### src/rtl/hbw_pkg.sv
package hbw_pkg;
    localparam int DATA_W    = 32;
    localparam int REG_AW    = 8;
    localparam int MS_W      = 18;
    localparam int BE_W      = DATA_W / 8;

    localparam logic [REG_AW-1:0] OFS_MS_LIMIT = 8'h08;
    localparam logic [REG_AW-1:0] OFS_MISC     = 8'h0C;

    // writable bits of the misc register
    localparam logic [DATA_W-1:0] MISC_WMASK = 32'h0000_10FF;

    // window select: host address bits 31:30 must equal this
    localparam logic [1:0] WIN_TAG = 2'b10;

    typedef enum logic [1:0] {
        RSTM_RELEASE = 2'd0,
        RSTM_LOW     = 2'd1,
        RSTM_HIGH    = 2'd2,
        RSTM_RSVD    = 2'd3
    } rst_mode_t;

    typedef struct packed {
        logic      cache_dis;
        logic [1:0] grant;
        rst_mode_t rst_mode;
        logic [1:0] hi_bits;
        logic      cfg_sel;
        logic      frag_tx;
    } misc_t;

    typedef enum logic {
        FWD_IDLE  = 1'b0,
        FWD_ISSUE = 1'b1
    } fwd_state_t;
endpackage

### src/rtl/hbw_regs.sv
module hbw_regs
    import hbw_pkg::*;
(
    input  logic              clk,
    input  logic              rst_n,
    input  logic              reg_en,
    input  logic              reg_we,
    input  logic [REG_AW-1:0] reg_addr,
    input  logic [DATA_W-1:0] reg_wdata,
    output logic [DATA_W-1:0] reg_rdata,
    output misc_t             misc,
    output logic [MS_W-1:0]   ms_limit
);
    logic [DATA_W-1:0] misc_word;
    logic [DATA_W-1:0] rd_mux;

    assign misc_word = {19'd0, misc.cache_dis, 4'd0, misc.grant,
                        misc.rst_mode, misc.hi_bits, misc.cfg_sel, misc.frag_tx};

    always_ff @(posedge clk) begin
        if (!rst_n) begin
            misc     <= '0;
            ms_limit <= '0;
        end else if (reg_en && reg_we) begin
            if (reg_addr == OFS_MISC) begin
                misc.frag_tx   <= reg_wdata[0];
                misc.cfg_sel   <= reg_wdata[1];
                misc.hi_bits   <= reg_wdata[3:2];
                misc.rst_mode  <= rst_mode_t'(reg_wdata[5:4]);
                misc.grant     <= reg_wdata[7:6];
                misc.cache_dis <= reg_wdata[12];
            end
            if (reg_addr == OFS_MS_LIMIT) begin
                ms_limit <= reg_wdata[MS_W-1:0];
            end
        end
    end

    always_comb begin
        rd_mux = '0;
        if (reg_addr == OFS_MISC) begin
            rd_mux = misc_word & MISC_WMASK;
        end else if (reg_addr == OFS_MS_LIMIT) begin
            rd_mux = {{(DATA_W-MS_W){1'b0}}, ms_limit};
        end
    end

    always_ff @(posedge clk) begin
        if (!rst_n) begin
            reg_rdata <= '0;
        end else begin
            reg_rdata <= (reg_en && !reg_we) ? rd_mux : '0;
        end
    end
endmodule

### src/rtl/hbw_tick.sv
module hbw_tick #(
    parameter int CW = 18
) (
    input  logic          clk,
    input  logic          rst_n,
    input  logic [CW-1:0] limit,
    output logic          tick
);
    logic [CW-1:0] cnt;
    logic [CW-1:0] last;

    assign last = limit - CW'(1);

    always_ff @(posedge clk) begin
        if (!rst_n) begin
            cnt  <= '0;
            tick <= 1'b0;
        end else if (limit == '0) begin
            cnt  <= '0;
            tick <= 1'b0;
        end else if (cnt >= last) begin
            cnt  <= '0;
            tick <= 1'b1;
        end else begin
            cnt  <= cnt + CW'(1);
            tick <= 1'b0;
        end
    end
endmodule

### src/rtl/hbw_fwd.sv
module hbw_fwd
    import hbw_pkg::*;
(
    input  logic              clk,
    input  logic              rst_n,
    input  misc_t             misc,
    input  logic              hst_valid,
    output logic              hst_ready,
    output logic              hst_miss,
    input  logic [DATA_W-1:0] hst_addr,
    input  logic              hst_we,
    input  logic [DATA_W-1:0] hst_wdata,
    input  logic [BE_W-1:0]   hst_be,
    output logic              dn_valid,
    input  logic              dn_ready,
    output logic [DATA_W-1:0] dn_addr,
    output logic              dn_we,
    output logic [DATA_W-1:0] dn_wdata,
    output logic [BE_W-1:0]   dn_be,
    output logic              dn_cfg
);
    fwd_state_t state, nxt;
    logic       in_win;
    logic       take;

    assign in_win = (hst_addr[DATA_W-1:DATA_W-2] == WIN_TAG);

    // state register
    always_ff @(posedge clk) begin
        if (!rst_n) state <= FWD_IDLE;
        else        state <= nxt;
    end

    // next state
    always_comb begin
        nxt = state;
        unique case (state)
            FWD_IDLE:  if (hst_valid && in_win) nxt = FWD_ISSUE;
            FWD_ISSUE: if (dn_ready)            nxt = FWD_IDLE;
            default:                            nxt = FWD_IDLE;
        endcase
    end

    // outputs
    always_comb begin
        hst_ready = 1'b0;
        dn_valid  = 1'b0;
        unique case (state)
            FWD_IDLE:  hst_ready = in_win;
            FWD_ISSUE: dn_valid  = 1'b1;
            default: ;
        endcase
    end

    assign hst_miss = hst_valid && !in_win;
    assign take     = hst_valid && hst_ready;

    // payload capture
    always_ff @(posedge clk) begin
        if (!rst_n) begin
            dn_addr  <= '0;
            dn_we    <= 1'b0;
            dn_wdata <= '0;
            dn_be    <= '0;
            dn_cfg   <= 1'b0;
        end else if (take) begin
            dn_addr  <= {misc.hi_bits, hst_addr[DATA_W-3:0]};
            dn_we    <= hst_we;
            dn_wdata <= hst_wdata;
            dn_be    <= hst_be;
            dn_cfg   <= misc.cfg_sel;
        end
    end
endmodule

### src/rtl/hbw_xlate.sv
module hbw_xlate
    import hbw_pkg::*;
(
    input  logic              clk,
    input  logic              rst_n,
    input  logic              reg_en,
    input  logic              reg_we,
    input  logic [REG_AW-1:0] reg_addr,
    input  logic [DATA_W-1:0] reg_wdata,
    output logic [DATA_W-1:0] reg_rdata,
    input  logic              hst_valid,
    output logic              hst_ready,
    output logic              hst_miss,
    input  logic [DATA_W-1:0] hst_addr,
    input  logic              hst_we,
    input  logic [DATA_W-1:0] hst_wdata,
    input  logic [BE_W-1:0]   hst_be,
    output logic              dn_valid,
    input  logic              dn_ready,
    output logic [DATA_W-1:0] dn_addr,
    output logic              dn_we,
    output logic [DATA_W-1:0] dn_wdata,
    output logic [BE_W-1:0]   dn_be,
    output logic              dn_cfg,
    output logic              bus_rst_oe,
    output logic              bus_rst_level,
    output logic [1:0]        grant_mode,
    output logic              cache_dis,
    output logic              frag_tx_en,
    output logic              ms_tick
);
    misc_t           misc_q;
    logic [MS_W-1:0] ms_limit;

    hbw_regs u_regs (
        .clk(clk), .rst_n(rst_n), .reg_en(reg_en), .reg_we(reg_we),
        .reg_addr(reg_addr), .reg_wdata(reg_wdata), .reg_rdata(reg_rdata),
        .misc(misc_q), .ms_limit(ms_limit)
    );

    hbw_tick #(.CW(MS_W)) u_tick (
        .clk(clk), .rst_n(rst_n), .limit(ms_limit), .tick(ms_tick)
    );

    hbw_fwd u_fwd (
        .clk(clk), .rst_n(rst_n), .misc(misc_q),
        .hst_valid(hst_valid), .hst_ready(hst_ready), .hst_miss(hst_miss),
        .hst_addr(hst_addr), .hst_we(hst_we), .hst_wdata(hst_wdata),
        .hst_be(hst_be), .dn_valid(dn_valid), .dn_ready(dn_ready),
        .dn_addr(dn_addr), .dn_we(dn_we), .dn_wdata(dn_wdata),
        .dn_be(dn_be), .dn_cfg(dn_cfg)
    );

    always_comb begin
        bus_rst_oe    = 1'b0;
        bus_rst_level = 1'b0;
        unique case (misc_q.rst_mode)
            RSTM_LOW:  bus_rst_oe = 1'b1;
            RSTM_HIGH: begin bus_rst_oe = 1'b1; bus_rst_level = 1'b1; end
            default: ;
        endcase
    end

    assign grant_mode = misc_q.grant;
    assign cache_dis  = misc_q.cache_dis;
    assign frag_tx_en = misc_q.frag_tx;
endmodule

### config.mk
export PLATFORM = sky130hd
export DESIGN_NAME = hbw_xlate
export DESIGN_NICKNAME = d
export VERILOG_FILES = /design/src/rtl/hbw_pkg.sv /design/src/rtl/hbw_regs.sv /design/src/rtl/hbw_tick.sv /design/src/rtl/hbw_fwd.sv /design/src/rtl/hbw_xlate.sv
export SDC_FILE = /design/constraint.sdc
export NUM_CORES = 1
export LEC_CHECK = 0
export ABC_AREA = 0
export BUFFER_PORTS_ARGS = -buffer_cell sky130_fd_sc_hd__buf_2
export CAP_MARGIN = 25
export CORE_MARGIN = 2
export CORE_UTILIZATION = 53
export CTS_CLUSTER_SIZE = 30
export DETAILED_ROUTE_END_ITERATION = 16
export PLACE_DENSITY = 0.86
export REMOVE_ABC_BUFFERS = 1
export SYNTH_ARGS = -nofsm -noshare
export SYNTH_HDL_FRONTEND = slang
export SYNTH_SLANG_ARGS = --single-unit
### constraint.sdc
create_clock -name clk -period 5.2 [get_ports clk]
set_input_delay 1.56 -clock clk [delete_from_list [all_inputs] [get_ports clk]]
set_output_delay 1.56 -clock clk [all_outputs]
set_load 0.02 [all_outputs]
==> flow_summary.yaml, run 1 <==
status:
  status: "finished clean"
sta:
  worstMarginPinSlew_ns: 0.975
  setup_viol: 0
  slew-limit-headroom: 0.348
  fmax_mhz: 269
  finalCritPeriodShare: 0.715
  rsz0062_at_grt: "false"
  finalCriticalPeriod_ns: 3.72
  whs_ns: 0.458
  setup_tns_ns: 0
  slew_viol_final: 0
  hold_violations: 0
  finClkSkew_ns: 0.00855
setup_path:
  r2r_slack_ns: 1.68
  crit_path_cell_trace: "buf_2 > nand2b_1 > nor2_1 > buf_2"
  critPathRequiredTime_ns: 3.64
  worst_r2r_endpoint: "u_tick.cnt[3]$_SDFF_PP0_"
  cp_max_fo: 3
  path_class: "in2out"
  reg2reg_depth: 10
  slowest_delay_ns: 0.20
  crit_slowest_cell: "buf_2"
  critPathCaptureType: "primary output"
  r2r_start: "u_regs.ms_limit[11]$_SDFFE_PN0P_"
  crit_path_start_kind: "primary input"
  cp_data_arrival_time_ns: 2.16
  path_common_cell: "buf_2"
power:
  pwr_density_cell_mw_per_mm2: 325
  p_sw_uw: 542
  clkPwrFrac: 0.501
  p_leak_nw: 3.52
  ir_drop_v: 0.000282
  internal_power_mw: 1.89
  switching_share: 0.223
  seq_power_share: 0.436
  comb_power_share: 0.063
die:
  die_y_um: 109
  core_mm2: 0.0108
  io_pins: 227
  placementRows: 38
  initial_core_util: 0.541
  die_w_um: 109
  die_area_mm2: 0.0119
hold_path:
  hp-class: "reg2reg"
  hold_end: "u_fwd.dn_addr[6]$_SDFFE_PN0P_"
  whs_path_depth: 2
  worstHoldStart: "u_fwd.dn_addr[6]$_SDFFE_PN0P_"
clock_network:
  hold_buffers: 0
  cts.sinks: 135
  htree_levels: 4
  root_buffer: "clkbuf_8"
  cts_resized: 0
  clkTransAtPathRegs_ns: 0.06
  postCtsSetupBuffers: 0
  insertion_delay_ns: 0.52
  cts_buffers: 17
  tritoncts: "built"
  clock_path_buffers: 2
placement:
  globalplace.congestion: 0.842
  portBuffers: 198
  hpwl_um: 10200
route:
  drcViolationCount: 0
  wl_per_cell_um: 14.8
  route.vias.total: 5019
  ant_nets: 0
  drt_first_pass_iters: 4
  vias_per_cell: 5.09
  initialDrtViolationCount: 171
  wirelength_um: 14600
yosys:
  synth-seq-cells: 135
  avgSynthCellArea_um2: 9.05
  synthArstFlopShare: 0
  synthDistinctLibCells: 41
  synth_ff_type: "dfxtp_1"
  synth_edf_count: 0
  ys_warn_count: 0
  synth_area_mm2: 0.00587
  ys_seq_area_frac: 0.461
  syn_inst: 648
layout:
  final_common_cell: "buf_2"
  area_growth_pct: 27.3
  layout.nets: 972
  drive_gt1_frac: 0.292
  final_cell_mix: "buf_2, nand2_1, dfxtp_1"
  antenna_cells: 0
  fill_cells: 856
global_routing:
  antenna_found_initial: 0
  grt_max_degree: 86
  first_global_vias: 4890
  grt_first_pass_wirelength_um: 23200
  grt_use_total: 0.251
  grt.overflow.total: 0
run:
  cap_violations: 0
==> per-layer routing <==
layer | GRT usage | vias up | wire [µm]
met1 | 0.279 | 2343 | 5740
li1 | - | 2507 | -
met3 | 0.105 | 20 | 1160
met2 | 0.436 | 149 | 7450
met5 | 0 | - | 0
met4 | 0.0787 | 0 | 227
==> kinds of logic (layout without fill, tap and decap cells) <==
| group | count (synthesis) | after routing | share of synthesized area |
|---|---|---|---|
| compound gates | 88 | 88 | 0.109 |
| xor+xnor | 32 | 32 | 0.0478 |
| fa+ha+maj | 22 | 22 | 0.0469 |
| buf+inv | 55 | 241 | 0.0480 |
| flops | 135 | 135 | 0.461 |
| mux | 36 | 36 | 0.0614 |
| other cells | 1 | 14 | 0.000639 |
| simple gates | 279 | 279 | 0.225 |
==> power by group through the flow <==
stage	Combinational [mW]	Clock, mW	Sequential, mW
finish	0.153	1.22	1.06
global route	0.168	1.27	1.06
CTS	0.153	1.23	1.06
detailed placement	0.152	0	1.08
global placement	0.150	0	1.08
floorplan	0.0510	0	1.10
==> critical path, delay by kind of cell <==
kind	cells	cell delay, ns
AND/OR/NAND/NOR	2	0.31
buffers and inverters	2	0.29
==> Yosys cell counts, types with 5 or more instances <==
cell type  number  area share
nand2_1       153       0.098
dfxtp_1       135        0.46
a21boi_0       71       0.091
mux2i_1        36       0.061
clkbuf_1       29       0.019
nor2b_1        27       0.029
xnor2_1        24       0.036
ha_1           22       0.047
nor2_1         22       0.014
nor3_1         18       0.015
buf_4          16       0.020
and2_1         11       0.012
a21oi_1         8      0.0068
nand3_1         8      0.0068
nor4_1          8      0.0085
xor2_1          8       0.012
nand4_1         7      0.0075
inv_1           6      0.0038
nand3b_1        5      0.0064
==> area by class of cell <==
cell class / instances / area (µm²) / share of cell area
clock inverters: 13 / 181 / 0.0243
inverters: 6 / 22.5 / 0.00302
repair buffers: 204 / 1040 / 0.139
well taps: 140 / 175 / 0.0235
multi-input cells: 471 / 2930 / 0.393
flip-flops and latches: 135 / 2700 / 0.362
clock buffers: 18 / 418 / 0.0559
==> through the flow <==
stage / worst slack (ns) / instances / instance area [µm²] / utilization / total power, mW
global placement: 1.50 / 956 / 6870 / 0.634 / 1.23
global route: 1.40 / 987 / 7470 / 0.689 / 2.50
floorplan: 1.41 / 612 / 5660 / - / 1.16
finish: 1.48 / 987 / 7470 / 0.689 / 2.43
detailed placement: 1.49 / 956 / 6870 / 0.634 / 1.23
CTS: 1.49 / 987 / 7470 / 0.689 / 2.45
==> flip-flops by register name, indices dropped and copies added, names as in the netlist <==
signal            flops
u_tick.cnt           18
u_regs.reg_rdata     18
u_fwd.dn_wdata       32
u_fwd.dn_we           1
u_fwd.dn_be           4
u_fwd.state           1
u_regs.misc           9
u_regs.ms_limit      18
u_fwd.dn_cfg          1
u_tick.tick           1
u_fwd.dn_addr        32
==> how the worst max path moves through the flow <==
stage                                           from                   endpoint  cells after the start
CTS                                     hst_addr[30]                  hst_ready                      4
global placement                        hst_addr[30]                  hst_ready                      4
global route                            hst_addr[30]                  hst_ready                      4
finish                                  hst_addr[30]                  hst_ready                      4
floorplan           u_regs.ms_limit[11]$_SDFFE_PN0P_  u_tick.cnt[10]$_SDFF_PP0_                      9
detailed placement                      hst_addr[30]                  hst_ready                      4
Note: power is estimated with default switching activity, not from simulation.
==> run 2, diff against run 1 <==
- CORE_UTILIZATION: 53 -> 49
- PLACE_DENSITY: 0.86 -> 0.8
- clock period: 5.2 -> 3.6 ns (I/O delays scaled with it)
==> flow_summary.yaml, run 2 (same netlist as run 1, synthesis figures left out) <==
setup_path:
  crit_start: "u_regs.ms_limit[11]$_SDFFE_PN0P_"
  reg2reg_depth: 10
  crit_path_cell_trace: "or4_4 > or3_1 > or3_2 > xor2_1 > ha_1 > nand4_1 > or4_1 > o21ai_1 > buf_12 > nor3_1"
  crit_slowest_cell: "or4_1"
  critPathRequiredTime_ns: 3.91
  slowest_delay_ns: 0.58
  cpLargestDelayFamily: "simple AND/OR/NAND/NOR gates"
  critical_path.endpoint: "u_tick.cnt[13]$_SDFF_PP0_"
  cp_num_buf_inv: 1
  critPathCaptureType: "flip-flop"
  crit_path_start_kind: "flip-flop"
  r2r_slack_ns: 0.17
  cp_max_fo: 18
  path_class: "reg2reg"
  path_depth: 10
  cp_data_arrival_time_ns: 3.73
  r2r_start: "u_regs.ms_limit[11]$_SDFFE_PN0P_"
  worst_r2r_endpoint: "u_tick.cnt[13]$_SDFF_PP0_"
placement:
  portBuffers: 198
  globalplace.congestion: 0.794
  hpwl_um: 10200
hold_path:
  hp-class: "reg2reg"
power:
  ir_drop_v: 0.000377
  clkPwrFrac: 0.482
  total_power_mw: 3.38
  internal_power_mw: 2.59
  pwr_density_cell_mw_per_mm2: 450
  comb_power_share: 0.065
  switching_share: 0.234
  p_leak_nw: 3.54
  seq_power_share: 0.453
  p_sw_uw: 791
sta:
  slew-limit-headroom: 0.553
  rsz0062_at_grt: "false"
  hold_violations: 0
  fmax_mhz: 292
  worstMarginPinSlew_ns: 0.665
  setup_tns_ns: 0
  finalCritPeriodShare: 0.952
  setup_viol: 0
  finalCriticalPeriod_ns: 3.43
  finClkSkew_ns: 0.00623
  slew_viol_final: 0
layout:
  antenna_cells: 0
  top_regs: "u_fwd.dn_addr x32, u_fwd.dn_wdata x32"
  layout.nets: 979
  final_common_cell: "buf_2"
  area_growth_pct: 28.2
  fill_cells: 982
  multi_input_area_mm2: 0.00293
  final_cell_mix: "buf_2, nand2_1, dfxtp_1"
  register_area_mm2: 0.00270
  drive_gt1_frac: 0.297
die:
  initial_core_util: 0.507
  die_w_um: 113
  die_y_um: 113
  die_area_mm2: 0.0129
  io_pins: 227
  placementRows: 39
  core_mm2: 0.0116
global_routing:
  grt.overflow.total: 0
  grt_use_total: 0.222
  first_global_vias: 4821
  grt_first_pass_wirelength_um: 22800
  grt_max_degree: 74
  antenna_found_initial: 0
route:
  drt_first_pass_iters: 4
  initialDrtViolationCount: 208
  vias_per_cell: 4.93
  wirelength_um: 13900
  drcViolationCount: 0
  wl_per_cell_um: 14.0
  ant_nets: 0
  route.vias.total: 4912
clock_network:
  tritoncts: "built"
  cts_resized: 0
  clock_path_buffers: 2
  clkTransAtPathRegs_ns: 0.06
  hold_buffers: 0
  root_buffer: "clkbuf_16"
  postCtsSetupBuffers: 0
  insertion_delay_ns: 0.42
  htree_levels: 4
  cts_buffers: 17
  cts.sinks: 135
status:
  status: "finished clean"
run:
  cap_violations: 0
==> run 2: changes by cell type in the layout (fill, tap and decap cells not counted) <==
cell	before	now
clkinv_2	4	2
clkbuf_8	1	2
buf_4	6	10
clkinv_4	3	4
buf_12	0	3
bufinv_16	4	1
clkbuf_16	16	17
inv_6	0	1
==> run 2: worst register-to-register path: cells and delay by family (launching register included) <==
kind	cells	cell delay, ns
DFF	1	0.31
xor gates and xnor gates	1	0.15
adders and majority gates	1	0.29
buffers and inverters	1	0.19
and+or+nand+nor	6	2.12
AOI/OAI and AO/OA	1	0.24
==> run 2: worst min path at each step <==
stage,start,endpoint,cells after the start
after floorplan,u_regs.misc[2]$_SDFFE_PN0P_,u_fwd.dn_addr[30]$_SDFFE_PN0P_,2
after global placement,u_fwd.dn_wdata[17]$_SDFFE_PN0P_,u_fwd.dn_wdata[17]$_SDFFE_PN0P_,2
after detailed placement,u_fwd.dn_wdata[22]$_SDFFE_PN0P_,u_fwd.dn_wdata[22]$_SDFFE_PN0P_,2
after CTS,u_fwd.dn_wdata[22]$_SDFFE_PN0P_,u_fwd.dn_wdata[22]$_SDFFE_PN0P_,2
after global routing,u_fwd.dn_wdata[10]$_SDFFE_PN0P_,u_fwd.dn_wdata[10]$_SDFFE_PN0P_,2
final,u_fwd.dn_wdata[22]$_SDFFE_PN0P_,u_fwd.dn_wdata[22]$_SDFFE_PN0P_,2
==> run 2: layer usage <==
metal  GRT usage  share of wire  vias up
met4      0.0772          0.016        0
met1       0.251           0.41     2239
li1            -              -     2528
met3      0.0903          0.077       17
met5           0              0        -
met2       0.382           0.49      128
==> run 2: area by class of cell <==
class	instances	share of cell area
Multi-Input combinational cell	471	0.390
Timing Repair Buffer	211	0.150
Inverter	6	0.00300
Tap cell	143	0.0238
Clock buffer	20	0.0607
Sequential cell	135	0.359
Clock inverter	10	0.0131
==> run 2: metrics by stage <==
step / util / instances / instance area, µm² / hold WS [ns] / worst slack, ns
5_1_grt: 0.650 / 996 / 7520 / 0.483 / 0.0397
3_5_place_dp: 0.602 / 966 / 6960 / 0.454 / 0.200
3_3_place_gp: 0.602 / 966 / 6960 / 0.448 / 0.239
4_1_cts: 0.650 / 996 / 7520 / 0.461 / 0.189
2_1_floorplan: - / 612 / 5660 / 0.453 / -0.189
6_report: 0.650 / 996 / 7520 / 0.456 / 0.174
==> run 2: power by group through the flow <==
stage	clock network, mW	registers [mW]	logic [mW]
4_1_cts	1.65	1.53	0.222
5_1_grt	1.72	1.53	0.242
3_3_place_gp	0	1.56	0.220
6_report	1.63	1.53	0.221
2_1_floorplan	0	1.60	0.0737
3_5_place_dp	0	1.56	0.221
==> run 3, diff against run 2 <==
- CORE_UTILIZATION: 49 -> 53
- GPL_TIMING_DRIVEN: default -> 0
- PLACE_DENSITY: 0.8 -> 0.86
- clock period: 3.6 -> 4.1 ns (I/O delays scaled with it)
==> flow_summary.yaml, run 3 (same netlist as run 1, synthesis figures left out) <==
layout:
  final_cells: 987
  top_regs: "u_fwd.dn_addr x32, u_fwd.dn_wdata x32"
  layout.nets: 971
  postLayoutCellArea_mm2: 0.00753
  final_common_cell: "buf_2"
  drive_gt1_frac: 0.292
  area_growth_pct: 28.4
  final_cell_mix: "buf_2, nand2_1, dfxtp_1"
status:
  status: "finished, violations left"
  violations: "DRC"
placement:
  hpwl_um: 10400
  globalplace.congestion: 0.857
  dp_cells: 955
  portBuffers: 198
  place_area_mm2: 0.00691
  pre_cts_ws_ns: 0.162
clock_network:
  hold_buffers: 0
  root_buffer: "clkbuf_8"
  cts.sinks: 135
  tritoncts: "built"
  cts_buffers: 17
  postCtsSetupBuffers: 0
  clkTransAtPathRegs_ns: 0.06
  clock_path_buffers: 2
  cts_resized: 1
  htree_levels: 4
  insertion_delay_ns: 0.52
die:
  io_pins: 227
  initial_core_util: 0.541
  die_w_um: 109
  core_mm2: 0.0108
  die_y_um: 109
  placementRows: 38
  die_area_mm2: 0.0119
global_routing:
  grt.overflow.total: 0
  antenna_found_initial: 2
  grt_max_degree: 64
  grt_use_total: 0.253
  grt_first_pass_wirelength_um: 23200
  first_global_vias: 4881
sta:
  hold_violations: 0
  rsz0062_at_grt: "false"
  slew_viol_final: 0
  finalCritPeriodShare: 0.924
  slew-limit-headroom: 0.544
  worstMarginPinSlew_ns: 0.682
  finClkSkew_ns: 0.00978
  setup_viol: 0
  fmax_mhz: 264
  finalCriticalPeriod_ns: 3.79
  setup_ws_ns: 0.312
power:
  p_leak_nw: 3.53
  ir_drop_v: 0.000326
  pwr_density_cell_mw_per_mm2: 412
setup_path:
  critPathRequiredTime_ns: 4.49
  cp_data_arrival_time_ns: 4.18
  path_class: "reg2reg"
  crit_path_start_kind: "flip-flop"
  cp_max_fo: 12
  critPathCaptureType: "flip-flop"
route:
  wl_per_cell_um: 15.0
  vias_per_cell: 5.03
  drt_first_pass_iters: 12
  initialDrtViolationCount: 191
  ant_nets: 0
  wirelength_um: 14800
  drcViolationCount: 1
  route.vias.total: 4969
run:
  cap_violations: 0
hold_path:
  hp-class: "reg2reg"
run 3: changes by cell type in the layout (fill, tap and decap cells not counted), sizes merged:
cell / previous run / this run
clkbuf: 20 / 19
buf: 211 / 203
diode: 0 / 2
clkinv: 6 / 4
bufinv: 1 / 4
run 3: path summary, 6_finish.rpt:
check / startpoint / to / cells past startpoint / slack (ns)
worst max register to register: u_regs.ms_limit[11]$_SDFFE_PN0P_ / u_tick.cnt[14]$_SDFF_PP0_ / 10 / 0.31
worst max-delay path: u_regs.ms_limit[11]$_SDFFE_PN0P_ / u_tick.cnt[14]$_SDFF_PP0_ / 10 / 0.31
worst min-delay path: u_fwd.dn_addr[14]$_SDFFE_PN0P_ / u_fwd.dn_addr[14]$_SDFFE_PN0P_ / 2 / 0.46
worst min register to register: u_fwd.dn_addr[14]$_SDFFE_PN0P_ / u_fwd.dn_addr[14]$_SDFFE_PN0P_ / 2 / 0.46
run 3: final cells by class:
class	count	area, µm²
diodes	2	5.00
fillers	820	3310
clock inverters	11	175
flip-flops and latches	135	2700
multi-input cells	471	2940
repair buffers	203	1070
inverters	6	22.5
clock buffers	19	432
well taps	140	175
run 3: worst max-delay path: stages, from the launching register on:
cell and delay [ns]:
dfxtp_1 0.37, or4_4 0.56, or3_1 0.34, or3_2 0.43, xor2_1 0.16, ha_1 0.31
nand4_1 0.16, or4_1 0.60, o21ai_2 0.38, buf_4 0.28, nor3_1 0.09
run 3: routing by layer:
metal | share of wire | track usage | vias up
li1 | - | - | 2510
met1 | 0.39 | 0.280 | 2289
met2 | 0.51 | 0.437 | 154
met3 | 0.075 | 0.105 | 16
met4 | 0.018 | 0.0886 | 0
met5 | 0 | 0 | -
run 3: metrics by stage:
stage	TNS [ns]	power (mW)	hold WS, ns	utilization
2_1_floorplan	0	1.47	0.453	-
3_3_place_gp	-3.29	1.56	0.451	0.629
3_5_place_dp	0	1.57	0.453	0.637
4_1_cts	0	3.13	0.461	0.694
5_1_grt	0	3.21	0.477	0.695
6_report	0	3.10	0.457	0.695
run 3: power breakdown:
| part | switching, mW | total (mW) | internal (mW) |
|---|---|---|---|
| Sequential | 0.0110 | 1.35 | 1.33 |
| Clock | 0.561 | 1.56 | 1.00 |
| Combinational | 0.114 | 0.197 | 0.0827 |
| Total | 0.686 | 3.10 | 2.42 |
